`src/rtl/alrdy_pkg.sv`:
```
package alrdy_pkg;

  typedef enum logic {
    SRC_CMP = 1'b0,
    SRC_RDY = 1'b1
  } pin_src_e;

  localparam logic [1:0] QUEUE_OFF = 2'b11;

  function automatic pin_src_e pick_src(input logic hi_sign, input logic lo_sign);
    return (hi_sign && !lo_sign) ? SRC_RDY : SRC_CMP;
  endfunction

endpackage

```
`src/rtl/alrdy_mode_dec.sv`:
```
module alrdy_mode_dec
  import alrdy_pkg::*;
#(
  parameter int THR_W = 16
) (
  input  logic [THR_W-1:0] thr_hi,
  input  logic [THR_W-1:0] thr_lo,
  input  logic [1:0]       queue,
  output pin_src_e         src,
  output logic             pin_en
);

  localparam int SIGN_BIT = THR_W - 1;

  always_comb begin
    src    = pick_src(thr_hi[SIGN_BIT], thr_lo[SIGN_BIT]);
    pin_en = (queue != QUEUE_OFF);
  end

endmodule

```
`src/rtl/alrdy_rdy_timer.sv`:
```
module alrdy_rdy_timer #(
  parameter int PULSE_CYC = 400
) (
  input  logic clk,
  input  logic rst,
  input  logic eoc,
  input  logic cont_run,
  input  logic conv_start,
  output logic pulse_on,
  output logic hold_on
);

  localparam int CNT_W = $clog2(PULSE_CYC + 1);
  localparam logic [CNT_W-1:0] LOAD = CNT_W'(PULSE_CYC);

  logic [CNT_W-1:0] cnt;
  logic             hold_q;

  always_ff @(posedge clk) begin
    if (rst) begin
      cnt <= '0;
    end else if (eoc && cont_run) begin
      cnt <= LOAD;
    end else if (cnt != '0) begin
      cnt <= cnt - 1'b1;
    end
  end

  always_ff @(posedge clk) begin
    if (rst) begin
      hold_q <= 1'b0;
    end else if (eoc && !cont_run) begin
      hold_q <= 1'b1;
    end else if (conv_start) begin
      hold_q <= 1'b0;
    end
  end

  assign pulse_on = (cnt != '0);
  assign hold_on  = hold_q;


  cnt_range_chk: assert property (@(posedge clk) disable iff (rst)
    cnt <= LOAD);


  pulse_restart_chk: assert property (@(posedge clk) disable iff (rst)
    (eoc && cont_run) |=> (cnt == LOAD));


  hold_clear_chk: assert property (@(posedge clk) disable iff (rst)
    (conv_start && !eoc) |=> !hold_on);


  hold_set_chk: assert property (@(posedge clk) disable iff (rst)
    (eoc && !cont_run) |=> hold_on);

endmodule

```
`src/rtl/alrdy_cmp_stub.sv`:
```
module alrdy_cmp_stub (
  input  logic clk,
  input  logic rst,
  input  logic cmp_window,
  input  logic cmp_latch,
  input  logic cmp_over,
  input  logic cmp_under,
  input  logic conv_start,
  output logic alert
);

  logic raw;
  logic flag_q;

  always_comb begin
    if (cmp_window) raw = cmp_over | cmp_under;
    else            raw = cmp_over;
  end

  always_ff @(posedge clk) begin
    if (rst) flag_q <= 1'b0;
    else     flag_q <= raw | (cmp_latch & flag_q & ~conv_start);
  end

  assign alert = flag_q;


  latch_keep_chk: assert property (@(posedge clk) disable iff (rst)
    (alert && cmp_latch && !conv_start) |=> alert);


  window_under_chk: assert property (@(posedge clk) disable iff (rst)
    (cmp_window && cmp_under) |=> alert);

endmodule

```
`src/rtl/alrdy_pin_out.sv`:
```
module alrdy_pin_out
  import alrdy_pkg::*;
(
  input  logic     clk,
  input  logic     rst,
  input  logic     pin_en,
  input  pin_src_e src,
  input  logic     pol,
  input  logic     pulse_on,
  input  logic     hold_on,
  input  logic     cmp_alert,
  output logic     pin_pulldown,
  output logic     pin_active
);

  logic act_c;
  logic low_c;

  always_comb begin
    if (src == SRC_RDY) act_c = pulse_on | hold_on;
    else                act_c = cmp_alert;
    low_c = pol ? ~act_c : act_c;
  end

  always_ff @(posedge clk) begin
    if (rst) begin
      pin_pulldown <= 1'b0;
      pin_active   <= 1'b0;
    end else begin
      pin_pulldown <= pin_en & low_c;
      pin_active   <= pin_en & act_c;
    end
  end


  off_release_chk: assert property (@(posedge clk) disable iff (rst)
    !pin_en |=> (!pin_pulldown && !pin_active));


  pol_low_chk: assert property (@(posedge clk) disable iff (rst)
    (pin_en && !pol && src == SRC_RDY && hold_on) |=> pin_pulldown);


  rdy_ignores_cmp_chk: assert property (@(posedge clk) disable iff (rst)
    (pin_en && src == SRC_RDY && !pulse_on && !hold_on) |=> !pin_active);

endmodule

```
`src/rtl/alrdy_pin_ctrl.sv`:
```
module alrdy_pin_ctrl
  import alrdy_pkg::*;
#(
  parameter int THR_W     = 16,
  parameter int PULSE_CYC = 400
) (
  input  logic             clk,
  input  logic             rst,
  input  logic [THR_W-1:0] thr_hi,
  input  logic [THR_W-1:0] thr_lo,
  input  logic             pol,
  input  logic [1:0]       queue,
  input  logic             cmp_window,
  input  logic             cmp_latch,
  input  logic             cmp_over,
  input  logic             cmp_under,
  input  logic             cont_run,
  input  logic             eoc,
  input  logic             conv_start,
  output logic             pin_pulldown,
  output logic             pin_active
);

  pin_src_e src;
  logic     pin_en;
  logic     pulse_on;
  logic     hold_on;
  logic     cmp_alert;

  alrdy_mode_dec #(.THR_W(THR_W)) u_dec (
    .thr_hi (thr_hi),
    .thr_lo (thr_lo),
    .queue  (queue),
    .src    (src),
    .pin_en (pin_en)
  );

  alrdy_rdy_timer #(.PULSE_CYC(PULSE_CYC)) u_tmr (
    .clk        (clk),
    .rst        (rst),
    .eoc        (eoc),
    .cont_run   (cont_run),
    .conv_start (conv_start),
    .pulse_on   (pulse_on),
    .hold_on    (hold_on)
  );

  alrdy_cmp_stub u_cmp (
    .clk        (clk),
    .rst        (rst),
    .cmp_window (cmp_window),
    .cmp_latch  (cmp_latch),
    .cmp_over   (cmp_over),
    .cmp_under  (cmp_under),
    .conv_start (conv_start),
    .alert      (cmp_alert)
  );

  alrdy_pin_out u_out (
    .clk          (clk),
    .rst          (rst),
    .pin_en       (pin_en),
    .src          (src),
    .pol          (pol),
    .pulse_on     (pulse_on),
    .hold_on      (hold_on),
    .cmp_alert    (cmp_alert),
    .pin_pulldown (pin_pulldown),
    .pin_active   (pin_active)
  );


  reset_quiet_chk: assert property (@(posedge clk)
    $past(rst) |-> (!pin_pulldown && !pin_active));

endmodule

```
`config.mk`:
```
export PLATFORM = sky130hd
export DESIGN_NAME = alrdy_pin_ctrl
export DESIGN_NICKNAME = d
export VERILOG_FILES = /design/src/rtl/alrdy_pkg.sv /design/src/rtl/alrdy_mode_dec.sv /design/src/rtl/alrdy_rdy_timer.sv /design/src/rtl/alrdy_cmp_stub.sv /design/src/rtl/alrdy_pin_out.sv /design/src/rtl/alrdy_pin_ctrl.sv
export SDC_FILE = /design/constraint.sdc
export NUM_CORES = 1
export LEC_CHECK = 0
export ABC_AREA = 1
export ABC_CLOCK_PERIOD_IN_PS = 1300
export BUFFER_PORTS_ARGS = -buffer_cell sky130_fd_sc_hd__buf_2
export CAP_MARGIN = 10
export CORE_MARGIN = 2
export CORE_UTILIZATION = 37
export DETAILED_ROUTE_END_ITERATION = 6
export PLACE_DENSITY = 0.81
export RECOVER_POWER = 100
export SLEW_MARGIN = 20
export SYNTH_ARGS = -nofsm -noshare
export SYNTH_HDL_FRONTEND = slang
export SYNTH_SLANG_ARGS = --single-unit
```
`constraint.sdc`:
```
create_clock -name clk -period 1.3 [get_ports clk]
set_clock_uncertainty 0.1 [all_clocks]
set_input_delay 0.26 -clock clk [delete_from_list [all_inputs] [get_ports clk]]
set_output_delay 0.26 -clock clk [all_outputs]
set_load 0.05 [all_outputs]
```
After elaboration in Yosys (flattened, before gate mapping) --
Index checks and enable logic that the tools add are counted.
Operators by class: multiplexer cells 8, add/subtract/negate cells 1, equality and inequality tests 1, reduce and logical (&&, ||, !) cells 9, bitwise logic cells 9
Operator list (count):
- 9-bit 2-to-1 mux | 2
- 9-bit nonzero test | 1
- 9-bit by 1-bit subtractor with 9-bit output, second input constant | 1
- 1-bit 2-to-1 mux | 6
- 1-bit AND | 4
- 2-bit nonzero test | 2
- 1-bit logical AND | 3
- 1-bit OR | 3
- 1-bit logical NOT | 2
- 2-bit != test, second input constant | 1
- 1-bit NOT | 2
- 2-bit OR reduction | 1
Storage, ports and cells: register bits 13, input port bits 44, word-level logic and storage cells 34, output and inout bits 2

Depth between registers and ports, before layout --
depth after elaboration 7, gate-level depth with buffers 9, gate-level depth less buffers 9

By module --
From an unflattened synthesis, not the netlist that was laid out.
Unflattened totals: cell total of the unflattened synthesis 102, area, all modules 681.9 µm²
Modules (own cells, without submodules):
- alrdy_rdy_timer | area each 514.2 µm², sequential area each 200.2 µm², cells each 77, instances 1
- alrdy_pin_out | area each 105.1 µm², sequential area each 40.0 µm², cells each 14, instances 1
- alrdy_cmp_stub | area each 48.8 µm², sequential area each 20.0 µm², cells each 8, instances 1
- alrdy_mode_dec | area each 13.8 µm², sequential area each 0.0 µm², cells each 3, instances 1

Least setup slack after synthesis --
Ideal clock, no wire load.
kind flip-flop to flip-flop, start point reg u_tmr.cnt[0], end point reg u_out.pin_pulldown, setup slack -0.020 ns, data required time 1.088 ns, buffers on the path 0, setup time 0.112 ns, cell stages (with the launch flop) 10, data arrival time 1.108 ns, period minus slack after synthesis 1.320 ns, path through dfxtp_1 -> inv_1 -> ha_1 -> nand2_2 -> nor2_8 -> nand3_2 -> nand2_2 -> nand2_1 -> nand2_1 -> nor2_2
On the way: cells in the longest elaborated chain, start to end 6
Ends and longest elaborated chain:
- start: declaration | RTL line alrdy_rdy_timer.sv:16 | logic [CNT_W-1:0] cnt;
- start signal: assignment | RTL line alrdy_rdy_timer.sv:25 | cnt <= cnt - 1'b1;
- 9-bit nonzero test (*) | RTL line alrdy_rdy_timer.sv:39 | assign pulse_on = (cnt != '0);
- 1-bit OR (*) | RTL line alrdy_pin_out.sv:20 | if (src == SRC_RDY) act_c = pulse_on | hold_on;
- 1-bit 2-to-1 mux (*) | RTL line alrdy_pin_out.sv:20
- 1-bit NOT | RTL line alrdy_pin_out.sv:22 | low_c = pol ? ~act_c : act_c;
- 1-bit 2-to-1 mux (*) | RTL line alrdy_pin_out.sv:22
- 1-bit AND (*) | RTL line alrdy_pin_out.sv:30 | pin_pulldown <= pin_en & low_c;
- end signal: assignment | RTL line alrdy_pin_out.sv:30
- end: declaration | RTL line alrdy_pin_out.sv:12 | output logic pin_pulldown,
Every way passes the cells marked *; elsewhere a longest branch is shown, timed or not. A chain may end at the register's enable or synchronous reset.

Worst setup path after layout --
Same ends and word-level chain as after synthesis.

==> flow_results.xml <==
<?xml version="1.0" encoding="UTF-8"?>
<metrics>
  <group name="power">
    <metric name="power.ir.vdd_worst" unit="mV">1.401</metric>
    <metric name="total_power" unit="mW">2.585</metric>
    <metric name="p_per_area" unit="nW/um^2">2697</metric>
    <metric name="power_leakage" unit="nW">0.4595</metric>
  </group>
  <group name="logic_synthesis">
    <metric name="synth_cell_types" unit="">20</metric>
    <metric name="synth.largest_area_cell" unit="">sky130_fd_sc_hd__dfxtp_1</metric>
    <metric name="register_bit_count_reported_by_yosys" unit="">13</metric>
    <metric name="post-synth-top-count-cell" unit="">sky130_fd_sc_hd__nand2_1</metric>
    <metric name="yosysSeqAreaShare" unit="%">35.14</metric>
    <metric name="synth_top_cell_area_share" unit="%">35.14</metric>
    <metric name="synthesis.nets" unit="">146</metric>
    <metric name="synth_edf_count" unit="">0</metric>
    <metric name="async_flop_share" unit="%">0</metric>
    <metric name="netlist_top_cells_area" unit="">sky130_fd_sc_hd__dfxtp_1, sky130_fd_sc_hd__nand2_1, sky130_fd_sc_hd__inv_1</metric>
    <metric name="syn-mean-instance-area" unit="sq um">7.407</metric>
    <metric name="syn-instance-count" unit="">100</metric>
    <metric name="mappedNetlistArea" unit="sq um">740.7</metric>
    <metric name="post_synth_most_frequent_cells" unit="">sky130_fd_sc_hd__nand2_1, sky130_fd_sc_hd__dfxtp_1, sky130_fd_sc_hd__inv_1</metric>
    <metric name="most_used_dff_post_synth" unit="">sky130_fd_sc_hd__dfxtp_1</metric>
    <metric name="synthesis.yosys.warnings" unit="">0</metric>
  </group>
  <group name="drt">
    <metric name="drt_wl_total" unit="microns">1518</metric>
    <metric name="drt-vias-per-instance" unit="">4.493</metric>
    <metric name="antenna_violating_nets_post_route" unit="">0</metric>
    <metric name="via_count" unit="">674</metric>
    <metric name="drc" unit="">0</metric>
    <metric name="avgRoutedWirePerCell" unit="microns">10.12</metric>
    <metric name="drtPass1Iterations" unit="">2</metric>
    <metric name="drt-initial-drc-count" unit="">4</metric>
  </group>
  <group name="sta">
    <metric name="total_neg_setup_slack" unit="ps">0</metric>
    <metric name="finalCritPeriodShare" unit="%">98.50</metric>
    <metric name="timing_worst_slew_pin_value" unit="ps">293.8</metric>
    <metric name="relSlewSlack" unit="%">80.37</metric>
    <metric name="max_clock_freq" unit="GHz">0.7810</metric>
    <metric name="final_hold_viol_count" unit="">0</metric>
    <metric name="finalWorstSetupSlack" unit="ps">19.53</metric>
    <metric name="setup-violations-final" unit="">0</metric>
    <metric name="final.min_clock_period" unit="ps">1280</metric>
    <metric name="final_max_slew_viol_count" unit="">0</metric>
    <metric name="rsz_0062_raised_after_global_routing" unit="">yes</metric>
  </group>
  <group name="run">
    <metric name="cap_violations" unit="">0</metric>
  </group>
  <group name="die">
    <metric name="fp.dieArea" unit="sq um">2376</metric>
    <metric name="initial_cell_density_of_the_core" unit="%">38.54</metric>
    <metric name="chipHeight" unit="microns">48.74</metric>
    <metric name="die_x" unit="microns">48.74</metric>
    <metric name="placeableCoreArea" unit="sq um">1922</metric>
    <metric name="fp-row-count" unit="">16</metric>
    <metric name="boundaryPins" unit="">46</metric>
  </group>
  <group name="place">
    <metric name="placed_cells" unit="">146</metric>
    <metric name="place_congestion" unit="">0.7818</metric>
    <metric name="postPlaceCellArea" unit="sq um">879.6</metric>
    <metric name="dp_hpwl" unit="microns">1124</metric>
    <metric name="place.port_buffers" unit="">15</metric>
    <metric name="detailedPlace.worstSlack" unit="ps">-53.15</metric>
  </group>
  <group name="clocking">
    <metric name="cts_root_buffer" unit="">sky130_fd_sc_hd__clkbuf_4</metric>
    <metric name="clkTransAtPathRegs" unit="ps">80</metric>
    <metric name="cts-htree-levels" unit="">1</metric>
    <metric name="cts_sinks" unit="">13</metric>
    <metric name="cts_hold_buf" unit="">0</metric>
    <metric name="cts_inserted_buffers" unit="">3</metric>
    <metric name="worstSkewPairLatency" unit="ps">280</metric>
    <metric name="tritoncts" unit="">done</metric>
    <metric name="clock_tree.buffer_depth" unit="">2</metric>
  </group>
  <group name="global_route">
    <metric name="grt_max_degree" unit="">11</metric>
    <metric name="grt_overflow_total" unit="">0</metric>
    <metric name="number_of_antenna_violations_at_the_first_check_in_global_routing" unit="">0</metric>
    <metric name="grtUsageTotal" unit="%">13.46</metric>
    <metric name="via_count_of_the_first_global_routing_pass" unit="">623</metric>
    <metric name="global_route_wire_length_before_repair" unit="microns">2470</metric>
  </group>
  <group name="critical_path">
    <metric name="crit_path_end_kind" unit="">register</metric>
    <metric name="cp_data_required_time" unit="ps">1380</metric>
    <metric name="worst_setup_path_start" unit="">u_tmr.cnt[0]$_SDFFE_PP0P_</metric>
    <metric name="rr_startpoint" unit="">u_tmr.cnt[0]$_SDFFE_PP0P_</metric>
    <metric name="worst-setup-path-type" unit="">register to register</metric>
    <metric name="worstSetupStartpointType" unit="">register</metric>
    <metric name="critPathArrivalTime" unit="ps">1360</metric>
    <metric name="worst_reg_to_reg_cells" unit="">9</metric>
    <metric name="cp_max_fo" unit="">3</metric>
  </group>
  <group name="cells_and_area">
    <metric name="finalNonFillerCells" unit="">150</metric>
    <metric name="syn_to_final_growth" unit="%">29.39</metric>
    <metric name="filler_cell_count" unit="">210</metric>
    <metric name="drive_above_1_share" unit="%">41.46</metric>
    <metric name="antenna-diode-count" unit="">0</metric>
    <metric name="finish.instance_area" unit="sq um">958.4</metric>
    <metric name="nNetsFinal" unit="">170</metric>
  </group>
  <group name="run_status">
    <metric name="status" unit="">complete, no violations</metric>
  </group>
  <group name="worst_hold_path">
    <metric name="min-delay-start" unit="">rst</metric>
    <metric name="holdCritPathClass" unit="">input port to register</metric>
    <metric name="min_delay_path_depth" unit="">2</metric>
  </group>
</metrics>
power by group:
part           switching, mW  leakage (nW)  internal [mW]
clock network          0.139        0.0150          0.119
registers              0.148         0.108          0.549
logic                  0.970         0.336          0.660
total                   1.26         0.460           1.33
kinds of logic after synthesis:
| kind of cell | Yosys count | synth area share, % |
|---|---|---|
| DFF | 13 | 35.14 |
| AOI/OAI and AO/OA | 12 | 11.15 |
| buffers and inverters | 17 | 9.630 |
| xor gates and xnor gates | 2 | 2.365 |
| adders and majority gates | 2 | 3.378 |
| and+or+nand+nor | 54 | 38.34 |
flip-flops by register name, indices dropped and copies added, names as in the netlist:
| signal | count |
|---|---|
| u_cmp.alert | 1 |
| u_tmr.cnt | 9 |
| u_tmr.hold_on | 1 |
| u_out.pin_active | 1 |
| u_out.pin_pulldown | 1 |
layer usage:
layer	vias to the layer above	track usage, %	share of wire (%)
met5	-	0	0
met4	0	4.286	1.5
met3	4	4.938	6.7
met2	19	25.11	50
met1	294	13.74	42
li1	357	-	-
critical path, cell delays in order (launching register included):
cell                      delay, ps
sky130_fd_sc_hd__dfxtp_2        340
sky130_fd_sc_hd__inv_4           80
sky130_fd_sc_hd__ha_4           140
sky130_fd_sc_hd__nand2_4         60
sky130_fd_sc_hd__nor2_8         160
sky130_fd_sc_hd__nand3_4         80
sky130_fd_sc_hd__nand2_2         70
sky130_fd_sc_hd__nand2_1         50
sky130_fd_sc_hd__nand2_1         60
sky130_fd_sc_hd__nor2_2          30
path summary, 6_finish.rpt:
kind | to | slack [ps]
hold reg to reg | u_tmr.hold_on$_SDFFE_PP0P_ | 380
hold / removal | u_tmr.cnt[8]$_SDFFE_PP0P_ | 100
setup reg to reg | u_out.pin_pulldown$_SDFF_PP0_ | 20
setup / recovery | u_out.pin_pulldown$_SDFF_PP0_ | 20
placed cells by master (no fill, tap or decap), types with 3 or more instances in the layout:
cell type	instances
sky130_fd_sc_hd__nor2_2	6
sky130_fd_sc_hd__inv_1	11
sky130_fd_sc_hd__clkbuf_4	3
sky130_fd_sc_hd__inv_4	3
sky130_fd_sc_hd__nand2_2	3
sky130_fd_sc_hd__nand3_1	9
sky130_fd_sc_hd__nand2_1	22
sky130_fd_sc_hd__buf_4	4
sky130_fd_sc_hd__dfxtp_1	11
sky130_fd_sc_hd__a21oi_1	6
sky130_fd_sc_hd__nor2_1	8
sky130_fd_sc_hd__buf_2	13
layout make-up:
cell class	count	area, sq um	area share, %
clock buffers	4	26.28	2.742
inverters	17	76.32	7.963
multi-input cells	70	454.2	47.39
flip-flops and latches	13	262.8	27.42
well taps	27	33.78	3.525
repair buffers	19	105.1	10.97
stage by stage:
stage	hold slack, ps	util (%)
final	100.0	49.87
after global routing	101.0	49.87
after CTS	87.64	47.85
after detailed placement	366.4	45.77
after global placement	356.9	45.77
after floorplan	222.4	-
repair_timing:
action                                  in CTS  in global routing
resized for setup                            6                  8
pin swaps                                    3                  2
endpoints found under the setup margin       4                  7
buffers inserted                             0                  0
Power figures use the tool's default switching activity.
